===== config.mk =====
export PLATFORM = sky130hd
export DESIGN_NAME = gpio_port_ctrl
export DESIGN_NICKNAME = d
export VERILOG_FILES = /design/src/rtl/gpio_pkg.sv /design/src/rtl/gpio_regs.sv /design/src/rtl/gpio_pad_ctl.sv /design/src/rtl/gpio_rd_mux.sv /design/src/rtl/gpio_port_ctrl.sv
export SDC_FILE = /design/constraint.sdc
export NUM_CORES = 1
export LEC_CHECK = 0
export BUFFER_PORTS_ARGS = -buffer_cell sky130_fd_sc_hd__buf_2
export CAP_MARGIN = 20
export CORE_MARGIN = 2
export CORE_UTILIZATION = 50
export DETAILED_ROUTE_END_ITERATION = 16
export HOLD_SLACK_MARGIN = 0.03
export PLACE_DENSITY_LB_ADDON = 0.12
export SYNTH_ARGS = -nofsm -noshare
export SYNTH_HDL_FRONTEND = slang
export SYNTH_SLANG_ARGS = --single-unit

===== constraint.sdc =====
create_clock -name clk -period 1.4 [get_ports clk]
set_input_delay 0.14 -clock clk [delete_from_list [all_inputs] [get_ports clk]]
set_output_delay 0.14 -clock clk [all_outputs]
set_load 0.03 [all_outputs]

===== src/rtl/gpio_pkg.sv =====
package gpio_pkg;
  localparam int ADDR_W = 2;
  typedef enum logic [ADDR_W-1:0] {
    REG_DATA = 2'd0,
    REG_DIR  = 2'd1,
    REG_PULL = 2'd2,
    REG_SLEW = 2'd3
  } reg_sel_e;
endpackage


===== src/rtl/gpio_regs.sv =====
module gpio_regs
  import gpio_pkg::*;
#(
  parameter int W = 8
) (
  input  logic              clk,
  input  logic              rst,
  input  logic              wr_en,
  input  logic [ADDR_W-1:0] addr,
  input  logic [W-1:0]      wdata,
  output logic [W-1:0]      data_q,
  output logic [W-1:0]      dir_q,
  output logic [W-1:0]      pe_q,
  output logic [W-1:0]      se_q
);
  // Stores the four per-pin control words; a data write never depends on pin state.
  always_ff @(posedge clk) begin
    if (rst) begin
      data_q <= '0;
      dir_q  <= '0;
      pe_q   <= '0;
      se_q   <= '0;
    end else if (wr_en) begin
      case (addr)
        REG_DATA: data_q <= wdata;
        REG_DIR:  dir_q  <= wdata;
        REG_PULL: pe_q   <= wdata;
        default:  se_q   <= wdata;
      endcase
    end
  end
endmodule


===== src/rtl/gpio_pad_ctl.sv =====
module gpio_pad_ctl #(
  parameter int W      = 8,
  parameter int KBI_LO = 4,
  parameter int KBI_N  = 4
) (
  input  logic             clk,
  input  logic             rst,
  input  logic [W-1:0]     data_q,
  input  logic [W-1:0]     dir_q,
  input  logic [W-1:0]     pe_q,
  input  logic [W-1:0]     se_q,
  input  logic [W-1:0]     per_own,
  input  logic [W-1:0]     per_out,
  input  logic [W-1:0]     per_dir,
  input  logic [KBI_N-1:0] kbi_rise,
  output logic [W-1:0]     pad_out,
  output logic [W-1:0]     pad_oe,
  output logic [W-1:0]     pad_pu,
  output logic [W-1:0]     pad_pd,
  output logic [W-1:0]     pad_slew
);
  localparam int KBI_HI = KBI_LO + KBI_N - 1;

  logic [W-1:0] drive_n, level_n, pu_n, pd_n, slew_n, rise_sel;

  for (genvar i = 0; i < W; i++) begin : g_pin
    // Only the keyboard pins can turn their pull device into a pulldown.
    if (i >= KBI_LO && i <= KBI_HI) begin : g_kbi
      assign rise_sel[i] = kbi_rise[i-KBI_LO];
    end else begin : g_plain
      assign rise_sel[i] = 1'b0;
    end

    logic pull_ok;
    assign drive_n[i] = per_own[i] ? per_dir[i] : dir_q[i];
    assign level_n[i] = per_own[i] ? per_out[i] : data_q[i];
    assign pull_ok    = pe_q[i] & ~dir_q[i] & ~drive_n[i];
    assign pu_n[i]    = pull_ok & ~rise_sel[i];
    assign pd_n[i]    = pull_ok &  rise_sel[i];
    assign slew_n[i]  = se_q[i] & drive_n[i];
  end

  always_ff @(posedge clk) begin
    if (rst) begin
      pad_out  <= '0;
      pad_oe   <= '0;
      pad_pu   <= '0;
      pad_pd   <= '0;
      pad_slew <= '0;
    end else begin
      pad_out  <= level_n;
      pad_oe   <= drive_n;
      pad_pu   <= pu_n;
      pad_pd   <= pd_n;
      pad_slew <= slew_n;
    end
  end
endmodule


===== src/rtl/gpio_rd_mux.sv =====
module gpio_rd_mux
  import gpio_pkg::*;
#(
  parameter int W       = 8,
  parameter int SPECIAL = 0
) (
  input  logic              clk,
  input  logic              rst,
  input  logic              rd_en,
  input  logic [ADDR_W-1:0] addr,
  input  logic [W-1:0]      data_q,
  input  logic [W-1:0]      dir_q,
  input  logic [W-1:0]      pe_q,
  input  logic [W-1:0]      se_q,
  input  logic [W-1:0]      pad_in,
  input  logic [W-1:0]      pad_out,
  output logic [W-1:0]      rdata
);
  logic [W-1:0] port_view;
  logic [W-1:0] sel_word;

  for (genvar i = 0; i < W; i++) begin : g_view
    if (i == SPECIAL) begin : g_special
      assign port_view[i] = pad_out[i];
    end else begin : g_normal
      assign port_view[i] = dir_q[i] ? data_q[i] : pad_in[i];
    end
  end

  always_comb begin
    case (addr)
      REG_DATA: sel_word = port_view;
      REG_DIR:  sel_word = dir_q;
      REG_PULL: sel_word = pe_q;
      default:  sel_word = se_q;
    endcase
  end

  always_ff @(posedge clk) begin
    if (rst)        rdata <= '0;
    else if (rd_en) rdata <= sel_word;
  end
endmodule


===== src/rtl/gpio_port_ctrl.sv =====
module gpio_port_ctrl
  import gpio_pkg::*;
#(
  parameter int WIDTH       = 8,
  parameter int KBI_LO      = 4,
  parameter int KBI_N       = 4,
  parameter int SPECIAL_PIN = 0
) (
  input  logic              clk,
  input  logic              rst,
  input  logic              bus_sel,
  input  logic              bus_wr,
  input  logic [ADDR_W-1:0] bus_addr,
  input  logic [WIDTH-1:0]  bus_wdata,
  output logic [WIDTH-1:0]  bus_rdata,
  input  logic [WIDTH-1:0]  pad_in,
  output logic [WIDTH-1:0]  pad_out,
  output logic [WIDTH-1:0]  pad_oe,
  output logic [WIDTH-1:0]  pad_pu,
  output logic [WIDTH-1:0]  pad_pd,
  output logic [WIDTH-1:0]  pad_slew,
  input  logic [WIDTH-1:0]  per_own,
  input  logic [WIDTH-1:0]  per_out,
  input  logic [WIDTH-1:0]  per_dir,
  input  logic [KBI_N-1:0]  kbi_rise
);
  logic [WIDTH-1:0] data_q, dir_q, pe_q, se_q;
  logic wr_en, rd_en;

  assign wr_en = bus_sel &  bus_wr;
  assign rd_en = bus_sel & ~bus_wr;

  gpio_regs #(.W(WIDTH)) u_regs (
    .clk(clk), .rst(rst), .wr_en(wr_en), .addr(bus_addr), .wdata(bus_wdata),
    .data_q(data_q), .dir_q(dir_q), .pe_q(pe_q), .se_q(se_q)
  );

  gpio_pad_ctl #(.W(WIDTH), .KBI_LO(KBI_LO), .KBI_N(KBI_N)) u_pad (
    .clk(clk), .rst(rst), .data_q(data_q), .dir_q(dir_q), .pe_q(pe_q), .se_q(se_q),
    .per_own(per_own), .per_out(per_out), .per_dir(per_dir), .kbi_rise(kbi_rise),
    .pad_out(pad_out), .pad_oe(pad_oe), .pad_pu(pad_pu), .pad_pd(pad_pd),
    .pad_slew(pad_slew)
  );

  gpio_rd_mux #(.W(WIDTH), .SPECIAL(SPECIAL_PIN)) u_rd (
    .clk(clk), .rst(rst), .rd_en(rd_en), .addr(bus_addr), .data_q(data_q),
    .dir_q(dir_q), .pe_q(pe_q), .se_q(se_q), .pad_in(pad_in), .pad_out(pad_out),
    .rdata(bus_rdata)
  );
endmodule


Yosys cells after proc, flatten, opt, wreduce, memory -nomap -nowiden. Cells that the tools add are included.

Bits in registers: 80. Input bits: 50. Word-level logic and storage cells: 99.

Eq/ne operators: 2. Mux-type cells: 24. Bitwise gates (word level): 56. Reduce and logical (&&, ||, !) cells: 6.

Operators by type and width (number): AND 1 bit (34); case mux 8 bit (3 select lines) (1); two-way mux 1 bit (23); inverter 1 bit (22); AND reduction 2 bit (4); OR reduction 3 bit (1); equality test 2 x 1 -> 1 bit (second input constant) (1); equality test 2 bit (second input constant) (1); logical NOT 2 bit (1).

Logic depth before layout (Yosys ltp).
Depth after elaboration: 4. Depth in mapped cells: 6. Depth with buffers taken out: 4.

Cells and area by module. A second synthesis with hierarchy kept.

Cell total of the unflattened synthesis: 298. Area, all modules: 3169.3 um^2.

By module, submodules not included: gpio_regs (instances 1, cells an instance 116, area each 1282.5 um^2, seq. area each 640.6 um^2); gpio_pad_ctl (instances 1, cells an instance 105, area each 1247.4 um^2, seq. area each 720.7 um^2); gpio_rd_mux (instances 1, cells an instance 75, area each 623.1 um^2, seq. area each 160.2 um^2); gpio_port_ctrl (instances 1, cells an instance 2, area each 16.3 um^2, seq. area each 0.0 um^2).

Worst setup path before layout. OpenSTA, ideal clock, no wires.

Path type: reg-to-reg. From: register u_pad.pad_out[0]. To: register u_rd.rdata[0]. Setup time: 0.128 ns. Data arrival time: 1.028 ns. Required time: 1.272 ns. Setup slack: 0.244 ns. Cell stages (with the launch flop): 4. Path through: dfxtp_1 mux4_2 mux2i_1 nor2_1.

Word-level cells in the longest chain between the ends: 1.

RTL lines: start, declared (RTL line gpio_pad_ctl.sv:16) `output logic [W-1:0] pad_out,`; start signal, assigned (RTL line gpio_pad_ctl.sv:51) `pad_out <= level_n;`; case mux 8 bit (3 select lines) (RTL line gpio_rd_mux.sv:31) `case (addr)`; end signal, assigned (RTL line gpio_rd_mux.sv:41) `else if (rd_en) rdata <= sel_word;`; end, declared (RTL line gpio_rd_mux.sv:17) `output logic [W-1:0] rdata`.

Every way passes these cells. A chain may end at the register's enable or synchronous reset.

Final worst setup path.
From: register u_regs.dir_q[2]. To: register u_pad.pad_pu[2].

Word-level cells in the longest chain between the ends: 3. Elaborated cells between the ends (all ways): 5.

RTL lines: start, declared (RTL line gpio_regs.sv:12) `output logic [W-1:0] dir_q,`; start signal, assigned (RTL line gpio_regs.sv:26) `REG_DIR: dir_q <= wdata;`; inverter 1 bit or two-way mux 1 bit (tied branches) (RTL line gpio_pad_ctl.sv:37, gpio_pad_ctl.sv:35); AND 1 bit or inverter 1 bit (tied branches) (RTL line gpio_pad_ctl.sv:37) `assign pull_ok = pe_q[i] & ~dir_q[i] & ~drive_n[i];`; AND 1 bit * (RTL line gpio_pad_ctl.sv:37); end signal, assigned (RTL line gpio_pad_ctl.sv:53) `pad_pu <= pu_n;`; end, declared (RTL line gpio_pad_ctl.sv:18) `output logic [W-1:0] pad_pu,`.

Mark *: on every way between the ends. The rest lies on a longest branch, timed or not.

==> flow_summary.ini <==
[clocking]
numCtsBuffers = 9
htree_levels = 3
clk_pin_slew_worst_paths_ps = 70
cts_tree = built
insertion_delay_ps = 340
cts_resized = 0
cts.path.max_buffers = 2
clock-sinks = 76
clockRootBuffer = clkbuf_8

[placement]
io_buffers = 92
place_hpwl_um = 4780
place_congestion = 0.862

[power_and_ir_drop]
p_leak_nw = 1.80
clockPowerShare_pct = 38.2
cellPowerDensity_nw_per_um2 = 1140
power.internal_mw = 3.32
p_comb_share_pct = 10.7
power_frac_seq_pct = 51.0
p_sw_share_pct = 24.4
p_total_mw = 4.39
p_sw_mw = 1.07
ir_worst_vdd_uv = 839

[timing]
rsz0062_at_grt = false
hold_violations = 0
finalCriticalPeriod_ps = 1250
period_share_pct = 89.1
setup_tns_ps = 0
setup_viol_count_final = 0
fin_skew_ps = 2.98
fmax_ghz = 0.802
drv_slew = 0

[floorplanning]
ios = 98
die-area_um2 = 6460
fp.dieW_um = 80.4
rows = 27
fp.dieH_um = 80.4
start_util_pct = 52.4
core_um2 = 5570

[cells_and_area]
diodes = 0
layout.nets = 492
drive_gt1_share_pct = 28.6
areaGrowthSynthToFinish_pct = 31.5
final_util_pct = 68.9
fillers = 483

[worst_setup_path]
setup.worst_path.start_class = flip-flop
crit_fanout = 5
required_ps = 1630
crit_type = reg -> reg
worstPathArrival_ps = 1480
cp-end-kind = flip-flop

[synthesis]
synth_compound_area_share_pct = 12.1
ys_seq_area_share_pct = 52.1
synth-edff-count = 0
synth-xor-area-share_pct = 0
synthArstFlopShare_pct = 0
ys_ff_latch = 76
synth_fa_ha_area_share_pct = 0
yosysTopAreaCell = dfxtp_1
synth_top_area_share_pct = 52.1
ys_warn_count = 0
synth_top_family_by_area = simple AND/OR/NAND/NOR gates
yosys.area_share.simple_pct = 18.9
synth_area_leaders = dfxtp_1, mux2i_1, nand2_1
synthMuxAreaShare_pct = 11.7
synthDistinctLibCells = 28
avgSynthCellArea_um2 = 8.98
synth_cells = 325
synth.cell_area_um2 = 2920
synth_top_flop_cell = dfxtp_1

[route]
detail_route.iter0.violations = 141
dr.pass1.iters = 4
avgRoutedWirePerCell_um = 13.4
drcViolationCount = 0
vias = 2547
ant_nets = 0
drt-total-wl_um = 6950
viasPerCell = 4.91

[global_routing]
overflow = 0
grt_max_degree = 40
grt_pass1_wl_um = 11000
grt_pass1_vias = 2353
grtUsageTotal_pct = 22.6
antenna_found_initial = 0

[worst_hold_path]
hp-class = in -> reg

[outcome]
status = finished clean

[flow_run]
cap_violations = 0
cell usage in the layout, fill, tap and decap left out, types with 2 or more instances in the layout:
cell type	netlist	final
a21o_1	12	12
a21oi_1	39	39
and2_1	8	8
buf_2	3	92
buf_4	5	16
clkbuf_8	0	11
clkinv_2	0	2
conb_1	1	4
dfxtp_1	76	76
dlygate4sd3_1	0	12
inv_1	10	10
mux2i_1	32	32
nand2_1	60	60
nand2b_1	3	3
nand3b_1	4	4
nor2_1	45	45
o32ai_1	6	6
timing repair:
item / in CTS / in global routing
hold endpoints to repair: 12 / 0
setup buffers: 0 / 0
hold buffers: 12 / 0
endpoints found under the setup margin: 0 / 0
metrics by stage:
step / instances / setup slack (ps) / hold slack, ps / area, um^2
after global placement: 491 / 50.6 / 312 / 3520
final: 519 / 153 / 31.9 / 3840
after detailed placement: 491 / 39.3 / 319 / 3520
after global routing: 519 / 67.1 / 48.3 / 3840
after CTS: 519 / 169 / 30.1 / 3840
after floorplan: 328 / 244 / 212 / 2930
Yosys cell counts, types with 2 or more instances:
library cell  number
and2_1             8
nand2b_1           3
mux2i_1           32
dfxtp_1           76
buf_2              3
nand3b_1           4
buf_4              5
o32ai_1            6
buf_1              6
inv_1             10
nand2_1           60
nor2_1            45
a21o_1            12
clkbuf_1           2
a21oi_1           39
buf_6              2
critical path, cell delays in order, from the launching register on:
cell and delay [ps]:
dfxtp_1 410, nor2_1 70, nand2_1 70, a21oi_1 40, dlygate4sd3_1 560
per-layer routing:
layer | track usage [%] | routed length (um) | vias up
met5 | 0 | 0 | -
met4 | 10.5 | 119 | 0
met3 | 5.51 | 523 | 10
met2 | 35.6 | 3240 | 86
met1 | 29.2 | 3060 | 1140
li1 | - | - | 1311
power groups by stage:
| stage | clock (mW) | combinational [mW] | sequential (mW) |
|---|---|---|---|
| 5_1_grt | 1.80 | 0.514 | 2.24 |
| 3_3_place_gp | 0 | 0.446 | 2.29 |
| 2_1_floorplan | 0 | 0.210 | 2.35 |
| 6_report | 1.68 | 0.471 | 2.24 |
| 4_1_cts | 1.69 | 0.471 | 2.24 |
| 3_5_place_dp | 0 | 0.451 | 2.29 |
sequential cells by signal, summed over array words and instances, names as in the netlist:
register / cells
u_pad.pad_slew: 8
u_regs.pe_q: 8
u_regs.dir_q: 8
u_pad.pad_out: 8
u_regs.data_q: 8
u_regs.se_q: 8
u_pad.pad_pd: 4
u_rd.rdata: 8
u_pad.pad_oe: 8
u_pad.pad_pu: 8
worst paths after layout:
path / slack, ps / from / end / depth (start not counted)
setup reg to reg: 150 / u_regs.dir_q[2] / u_pad.pad_pu[2] / 4
hold / removal: 30 / per_out[2] / u_pad.pad_out[2] / 3
hold reg to reg: 470 / u_regs.se_q[4] / u_regs.se_q[4] / 2
setup / recovery: 150 / u_regs.dir_q[2] / u_pad.pad_pu[2] / 4
final cells by class:
cell class	instances	area, um^2	share of cell area (%)
Clock inverter	4	47.5	1.24
Tap cell	72	90.1	2.35
Sequential cell	76	1520	39.6
Inverter	11	41.3	1.08
Clock buffer	12	155	4.04
Multi-Input combinational cell	223	1260	32.9
Timing Repair Buffer	121	721	18.8
cells by family after synthesis:
logic type / count (synthesis)
AND/OR/NAND/NOR: 127
AO/OA/AOI/OAI: 59
flip-flops: 76
other: 1
multiplexers: 33
buffers and inverters: 29
No activity file was read; power rests on OpenSTA's default activity.
